## config.mk

```make
export PLATFORM = sky130hd
export DESIGN_NAME = tdm_rx_mask_deser
export DESIGN_NICKNAME = d
export VERILOG_FILES = /design/src/rtl/tdm_mask_pkg.sv /design/src/rtl/tdm_bit_gate.sv /design/src/rtl/tdm_byte_assembler.sv /design/src/rtl/tdm_rx_fifo.sv /design/src/rtl/tdm_rx_mask_deser.sv
export SDC_FILE = /design/constraint.sdc
export NUM_CORES = 1
export LEC_CHECK = 0
export ABC_CLOCK_PERIOD_IN_PS = 3000
export CAP_MARGIN = 20
export CELL_PAD_IN_SITES_DETAIL_PLACEMENT = 1
export CELL_PAD_IN_SITES_GLOBAL_PLACEMENT = 1
export CORE_MARGIN = 4
export CORE_UTILIZATION = 37
export CTS_CLUSTER_DIAMETER = 40
export DETAILED_ROUTE_END_ITERATION = 7
export PLACE_DENSITY_LB_ADDON = 0.1
export SLEW_MARGIN = 20
export SYNTH_ARGS = -nofsm -noshare
export SYNTH_HDL_FRONTEND = slang
export SYNTH_HIERARCHICAL = 1
export SYNTH_SLANG_ARGS = --single-unit
```

## constraint.sdc

```tcl
create_clock -name clk -period 3 [get_ports clk]
set_input_delay 0.6 -clock clk [delete_from_list [all_inputs] [get_ports clk]]
set_output_delay 0.6 -clock clk [all_outputs]
set_load 0.02 [all_outputs]
```

## src/rtl/tdm_mask_pkg.sv

```systemverilog
package tdm_mask_pkg;

   // One received bit after mask qualification
   typedef struct packed {
      logic take;
      logic data;
   } rx_bit_t;

   // Index width that never collapses to zero bits
   function automatic int unsigned idx_w(input int unsigned n);
      return (n < 2) ? 1 : $clog2(n);
   endfunction

endpackage

```

## src/rtl/tdm_bit_gate.sv

```systemverilog
module tdm_bit_gate
   import tdm_mask_pkg::*;
#(
   parameter int unsigned SLOT_BITS    = 8,
   parameter bit          MASK_SUPPORT = 1'b1,
   localparam int unsigned POS_W       = idx_w(SLOT_BITS)
) (
   input  logic                 rx_enable,
   input  logic                 strobe,
   input  logic                 hwy_mode,
   input  logic [POS_W-1:0]     bit_pos,
   input  logic                 bit_data,
   input  logic [SLOT_BITS-1:0] mask,
   output rx_bit_t              evt
);

   logic [SLOT_BITS-1:0] pos_hit;
   logic                 pos_kept;

   // one-hot decode of the bit position
   for (genvar i = 0; i < SLOT_BITS; i++) begin : g_dec
      assign pos_hit[i] = (bit_pos == POS_W'(i));
   end

   if (MASK_SUPPORT) begin : g_mask
      // mask applies only in highway mode
      assign pos_kept = !hwy_mode || (|(pos_hit & mask));
   end else begin : g_nomask
      assign pos_kept = 1'b1;
   end

   assign evt.take = rx_enable & strobe & pos_kept;
   assign evt.data = bit_data;

endmodule

```

## src/rtl/tdm_byte_assembler.sv

```systemverilog
module tdm_byte_assembler
   import tdm_mask_pkg::*;
#(
   parameter int unsigned BYTE_W    = 8,
   parameter bit          LSB_FIRST = 1'b1,
   localparam int unsigned CNT_W    = idx_w(BYTE_W)
) (
   input  logic              clk,
   input  logic              rst_n,
   input  logic              clear,
   input  rx_bit_t           evt,
   output logic              push,
   output logic [BYTE_W-1:0] push_byte,
   output logic [CNT_W-1:0]  part_cnt
);

   logic [BYTE_W-1:0] shreg;
   logic [BYTE_W-1:0] sh_next;
   logic              last;

   if (LSB_FIRST) begin : g_lsb
      // first bit ends up in bit 0 after BYTE_W shifts
      assign sh_next = {evt.data, shreg[BYTE_W-1:1]};
   end else begin : g_msb
      assign sh_next = {shreg[BYTE_W-2:0], evt.data};
   end

   assign last      = (part_cnt == CNT_W'(BYTE_W - 1));
   assign push      = evt.take & last & ~clear;
   assign push_byte = sh_next;

   always_ff @(posedge clk) begin
      if (!rst_n) begin
         shreg    <= '0;
         part_cnt <= '0;
      end else if (clear) begin
         shreg    <= '0;
         part_cnt <= '0;
      end else if (evt.take) begin
         shreg    <= sh_next;
         part_cnt <= last ? '0 : part_cnt + CNT_W'(1);
      end
   end

endmodule

```

## src/rtl/tdm_rx_fifo.sv

```systemverilog
module tdm_rx_fifo
   import tdm_mask_pkg::*;
#(
   parameter int unsigned W       = 8,
   parameter int unsigned DEPTH   = 4,
   localparam int unsigned PTR_W  = idx_w(DEPTH),
   localparam int unsigned FILL_W = $clog2(DEPTH + 1)
) (
   input  logic              clk,
   input  logic              rst_n,
   input  logic              push,
   input  logic [W-1:0]      push_data,
   input  logic              pop,
   output logic [W-1:0]      pop_data,
   output logic [FILL_W-1:0] fill,
   output logic              full,
   output logic              empty,
   input  logic              ovf_clear,
   output logic              overflow
);

   logic [W-1:0]     mem [DEPTH];
   logic [PTR_W-1:0] wr_ptr, rd_ptr, wr_inc, rd_inc;
   logic             do_push, do_pop;

   assign full    = (fill == FILL_W'(DEPTH));
   assign empty   = (fill == '0);
   assign do_push = push & ~full;
   assign do_pop  = pop & ~empty;

   if ((DEPTH & (DEPTH - 1)) == 0) begin : g_pow2
      // pointers wrap on their own
      assign wr_inc = wr_ptr + PTR_W'(1);
      assign rd_inc = rd_ptr + PTR_W'(1);
   end else begin : g_wrap
      assign wr_inc = (wr_ptr == PTR_W'(DEPTH - 1)) ? '0 : wr_ptr + PTR_W'(1);
      assign rd_inc = (rd_ptr == PTR_W'(DEPTH - 1)) ? '0 : rd_ptr + PTR_W'(1);
   end

   always_ff @(posedge clk) begin
      if (do_push) mem[wr_ptr] <= push_data;
   end

   always_ff @(posedge clk) begin
      if (!rst_n) begin
         wr_ptr <= '0;
         rd_ptr <= '0;
         fill   <= '0;
      end else begin
         if (do_push) wr_ptr <= wr_inc;
         if (do_pop)  rd_ptr <= rd_inc;
         case ({do_push, do_pop})
            2'b10:   fill <= fill + FILL_W'(1);
            2'b01:   fill <= fill - FILL_W'(1);
            default: fill <= fill;
         endcase
      end
   end

   always_ff @(posedge clk) begin
      if (!rst_n)           overflow <= 1'b0;
      else if (ovf_clear)   overflow <= 1'b0;
      else if (push & full) overflow <= 1'b1;
   end

   assign pop_data = mem[rd_ptr];

endmodule

```

## src/rtl/tdm_rx_mask_deser.sv

```systemverilog
module tdm_rx_mask_deser
   import tdm_mask_pkg::*;
#(
   parameter int unsigned SLOT_BITS    = 8,
   parameter int unsigned BYTE_W       = 8,
   parameter int unsigned FIFO_DEPTH   = 4,
   parameter bit          MASK_SUPPORT = 1'b1,
   parameter bit          LSB_FIRST    = 1'b1,
   localparam int unsigned POS_W       = idx_w(SLOT_BITS),
   localparam int unsigned FILL_W      = $clog2(FIFO_DEPTH + 1)
) (
   input  logic                 clk,
   input  logic                 rst_n,
   input  logic                 rx_enable,
   input  logic                 hwy_mode,
   input  logic                 bit_strobe,
   input  logic [POS_W-1:0]     bit_pos,
   input  logic                 bit_data,
   input  logic [SLOT_BITS-1:0] rx_mask,
   input  logic [FILL_W-1:0]    fill_level,
   input  logic                 rd_en,
   output logic [BYTE_W-1:0]    rd_data,
   output logic                 rd_valid,
   output logic [FILL_W-1:0]    fill_count,
   output logic                 fill_irq,
   output logic                 overflow,
   output logic                 wr_en,
   output logic [BYTE_W-1:0]    wr_data
);

   localparam int unsigned PC_W = idx_w(BYTE_W);

   initial begin
      if (SLOT_BITS < 2)  $error("SLOT_BITS must be at least 2");
      if (BYTE_W < 2)     $error("BYTE_W must be at least 2");
      if (FIFO_DEPTH < 2) $error("FIFO_DEPTH must be at least 2");
   end

   rx_bit_t           gated;
   logic [PC_W-1:0]   part_cnt;
   logic              fifo_full;
   logic              fifo_empty;

   tdm_bit_gate #(
      .SLOT_BITS   (SLOT_BITS),
      .MASK_SUPPORT(MASK_SUPPORT)
   ) u_gate (
      .rx_enable(rx_enable),
      .strobe   (bit_strobe),
      .hwy_mode (hwy_mode),
      .bit_pos  (bit_pos),
      .bit_data (bit_data),
      .mask     (rx_mask),
      .evt      (gated)
   );

   tdm_byte_assembler #(
      .BYTE_W   (BYTE_W),
      .LSB_FIRST(LSB_FIRST)
   ) u_asm (
      .clk      (clk),
      .rst_n    (rst_n),
      .clear    (!rx_enable),
      .evt      (gated),
      .push     (wr_en),
      .push_byte(wr_data),
      .part_cnt (part_cnt)
   );

   tdm_rx_fifo #(
      .W    (BYTE_W),
      .DEPTH(FIFO_DEPTH)
   ) u_fifo (
      .clk      (clk),
      .rst_n    (rst_n),
      .push     (wr_en),
      .push_data(wr_data),
      .pop      (rd_en),
      .pop_data (rd_data),
      .fill     (fill_count),
      .full     (fifo_full),
      .empty    (fifo_empty),
      .ovf_clear(!rx_enable),
      .overflow (overflow)
   );

   assign rd_valid = !fifo_empty;
   assign fill_irq = (fill_level != '0) && (fill_count >= fill_level);

endmodule

```

==> flow_summary_export.csv <==
group,metric,value,unit
logic_synthesis,synth.largest_area_cell,"edfxtp_1",
sta,fmax,342,MHz
floorplanning,rows,28,
place,preCtsSetupSlack,-435,ps
clock_tree,numCtsBuffers,5,
logic_synthesis,syn_area_per_cell,14.1,um2
routing,wl_per_cell,16.1,um
global_routing,overflow,0,
sta,drv_slew,0,
clock_tree,cts-root-buf,"clkbuf_8",
layout,fill_cells,585,
logic_synthesis,async_flop_share,0,%
setup_path,critical_path_peak_fanout,3,
sta,fin_worst_skew,4.27,ps
layout,fin_nets,247,
setup_path,path_class,"input port to flop",
outcome,run_status,"complete, no violations",
power_and_ir_drop,peakVddDrop,0.000271,V
floorplanning,die_h,86.2,um
clock_tree,cts_buffer_depth,2,
clock_tree,htreeDepth,2,
clock_tree,cts_tree,"built",
sta,finalSetupTns,0,ps
logic_synthesis,yosysTopAreaCellShare,42.5,%
power_and_ir_drop,power.leakage,1.11,nW
hold_path,hp-class,"flop to flop",
logic_synthesis,syn_inst,161,
layout,post_route_cells_drive_above_1_share,19.9,%
logic_synthesis,ys_seq_area_share,60.2,%
flow_run,drv_cap,0,
logic_synthesis,synth_cell_type_count,33,
sta,worst_slack,79.7,ps
place,portBuffers,43,
sta,fin_crit_sh,97.3,%
logic_synthesis,yosys_warnings,6,
logic_synthesis,synthTopCellsByArea,"edfxtp_1, dfxtp_1, mux4_2",
global_routing,antenna_found_initial,0,
sta,worstMarginPinSlew,577,ps
clock_tree,cts.sinks,52,
global_routing,grt_use_total,13.3,%
floorplanning,die_x,86.2,um
clock_tree,clkLatencyLatePin,300,ps
logic_synthesis,synth_fp_nets,193,
sta,hold_viol,0,
layout,diodes,0,
layout,synthToLayoutAreaGrowth,34.7,%
routing,num_vias,1440,
floorplanning,core_area,5920,um2
logic_synthesis,synth_area,2260,um2
global_routing,grt_max_degree,16,
routing,firstDrtPassIters,4,
setup_path,setup.worst_path.end_class,"flop",
sta,relSlewSlack,61.5,%
clock_tree,cts.hold.buffers_added,0,
power_and_ir_drop,powerDensity,402,nW/um2
routing,vias_per_cell,4.95,
setup_path,critPathRequiredTime,3240,ps
routing,ant_nets,0,
place,gp_congestion,0.747,
setup_path,startpoint_type,"input port",
clock_tree,cts.clk_slew.worst_paths,90,ps
logic_synthesis,ys.flop_type,"edfxtp_1",
sta,setup_viol_count_final,0,
global_routing,grt_pass1_wl,7.59,mm
routing,drcViolationCount,0,
sta,period_needed,2920,ps
floorplanning,initial_utilization,38.2,%
sta,rsz0062_at_grt,"no",
routing,drt_iter0_drc,47,
setup_path,cp_data_arrival_time,3160,ps
floorplanning,die_area,7430,um2
logic_synthesis,ys_seq_elements,52,
floorplanning,io_pins,44,
place,hpwl,3.43,mm
routing,routed_wl,4.68,mm
logic_synthesis,synth-edff-count,32,
global_routing,grt_pass1_vias,1568,
setup_path,r2r_slack,580,ps
power_and_ir_drop,fin_total_pwr,1.22,mW
[Yosys cell counts, types with 3 or more instances]
cell	count
dfxtp_1	20
and2_1	6
nand2b_1	4
inv_1	11
or3_1	3
edfxtp_1	32
mux4_2	9
o21ai_0	5
nor2_1	9
ha_1	10
nand2_1	10
buf_4	3
a21oi_1	5
mux2i_1	11
[cell type report]
| cell class | count | area (um2) | area share, % |
|---|---|---|---|
| well taps | 75 | 93.8 | 3.08 |
| clock buffers | 7 | 86.3 | 2.83 |
| flip-flops and latches | 52 | 1360 | 44.7 |
| multi-input cells | 90 | 872 | 28.6 |
| repair buffers | 55 | 582 | 19.1 |
| clock inverters | 1 | 7.51 | 0.246 |
| inverters | 11 | 43.8 | 1.44 |
[worst paths after layout]
| check | from | to | cells past startpoint |
|---|---|---|---|
| worst min register to register | u_asm/part_cnt[1] | u_asm/part_cnt[1] | 2 |
| worst max register to register | u_asm/part_cnt[0] | u_fifo/fill[2] | 12 |
| worst min-delay path | u_asm/part_cnt[1] | u_asm/part_cnt[1] | 2 |
| worst max-delay path | bit_pos[2] | u_fifo/fill[2] | 14 |
[sequential cells by signal, indices dropped and copies added, names as in the netlist, named ones only]
name             cells
u_asm/part_cnt       3
u_asm/shreg          7
u_fifo/fill          3
u_fifo/mem          32
u_fifo/overflow      1
u_fifo/rd_ptr        2
u_fifo/wr_ptr        2
[placed cells by master (no fill, tap or decap), drive strengths merged, types with 2 or more instances in the layout]
cell type and instances:
clkdlybuf4s50 34, edfxtp 32, dfxtp 20, buf 12, mux2i 11, inv 11
ha 10, nand2 10, mux4 9, nor2 9, clkbuf 8, dlymetal6s2s 7
and2 6, a21oi 5, o21ai 5, nand2b 4, or3 3, nand3b 2
a21boi 2, nor3 2, nor2b 2, nor3b 2
[logic make-up after synthesis]
| family | after synthesis | share of synthesized area, % |
|---|---|---|
| DFF | 52 | 60.2 |
| muxes | 21 | 14.3 |
| buffers and inverters | 19 | 4.09 |
| AOI/OAI and AO/OA | 13 | 3.59 |
| and+or+nand+nor | 43 | 10.6 |
| xor gates and xnor gates | 2 | 0.774 |
| adders and majority gates | 11 | 6.42 |
[through the flow]
stage,cells,utilization [%],cell area (um2),hold slack [ps]
4_1_cts,289,50.2,2970,494
2_1_floorplan,161,-,2290,449
5_1_grt,291,51.5,3050,522
3_3_place_gp,281,48.6,2880,459
6_report,291,51.5,3050,494
3_5_place_dp,281,48.6,2880,479
[routing by layer]
| layer | share of wire [%] | GRT usage, % |
|---|---|---|
| met1 | 40 | 14.9 |
| met2 | 54 | 24.7 |
| met4 | 1.0 | 3.40 |
| met5 | 0 | 0 |
| met3 | 5.2 | 3.71 |
[power by group]
group / internal, mW / switching (mW)
combinational: 0.0407 / 0.0275
sequential: 0.751 / 0.000914
clock: 0.188 / 0.217
[timing repair]
item / CTS / global route
setup buffers: 0 / 2
endpoints found under the setup margin: 3 / 2
hold endpoints to repair: 0 / 0
resized for setup: 2 / 19
pin swaps: 0 / 9
[critical path: stages]
cell and delay, ps:
clkdlybuf4s50_1 440, buf_4 150, nand3b_1 190, a41oi_4 270, nand2_4 70, nor2_4 120, nor2b_4 170, inv_2 60
ha_4 160, buf_4 120, buf_4 130, xor2_2 150, or3_1 370, a21boi_1 150
(Power assumes the default switching activity.)
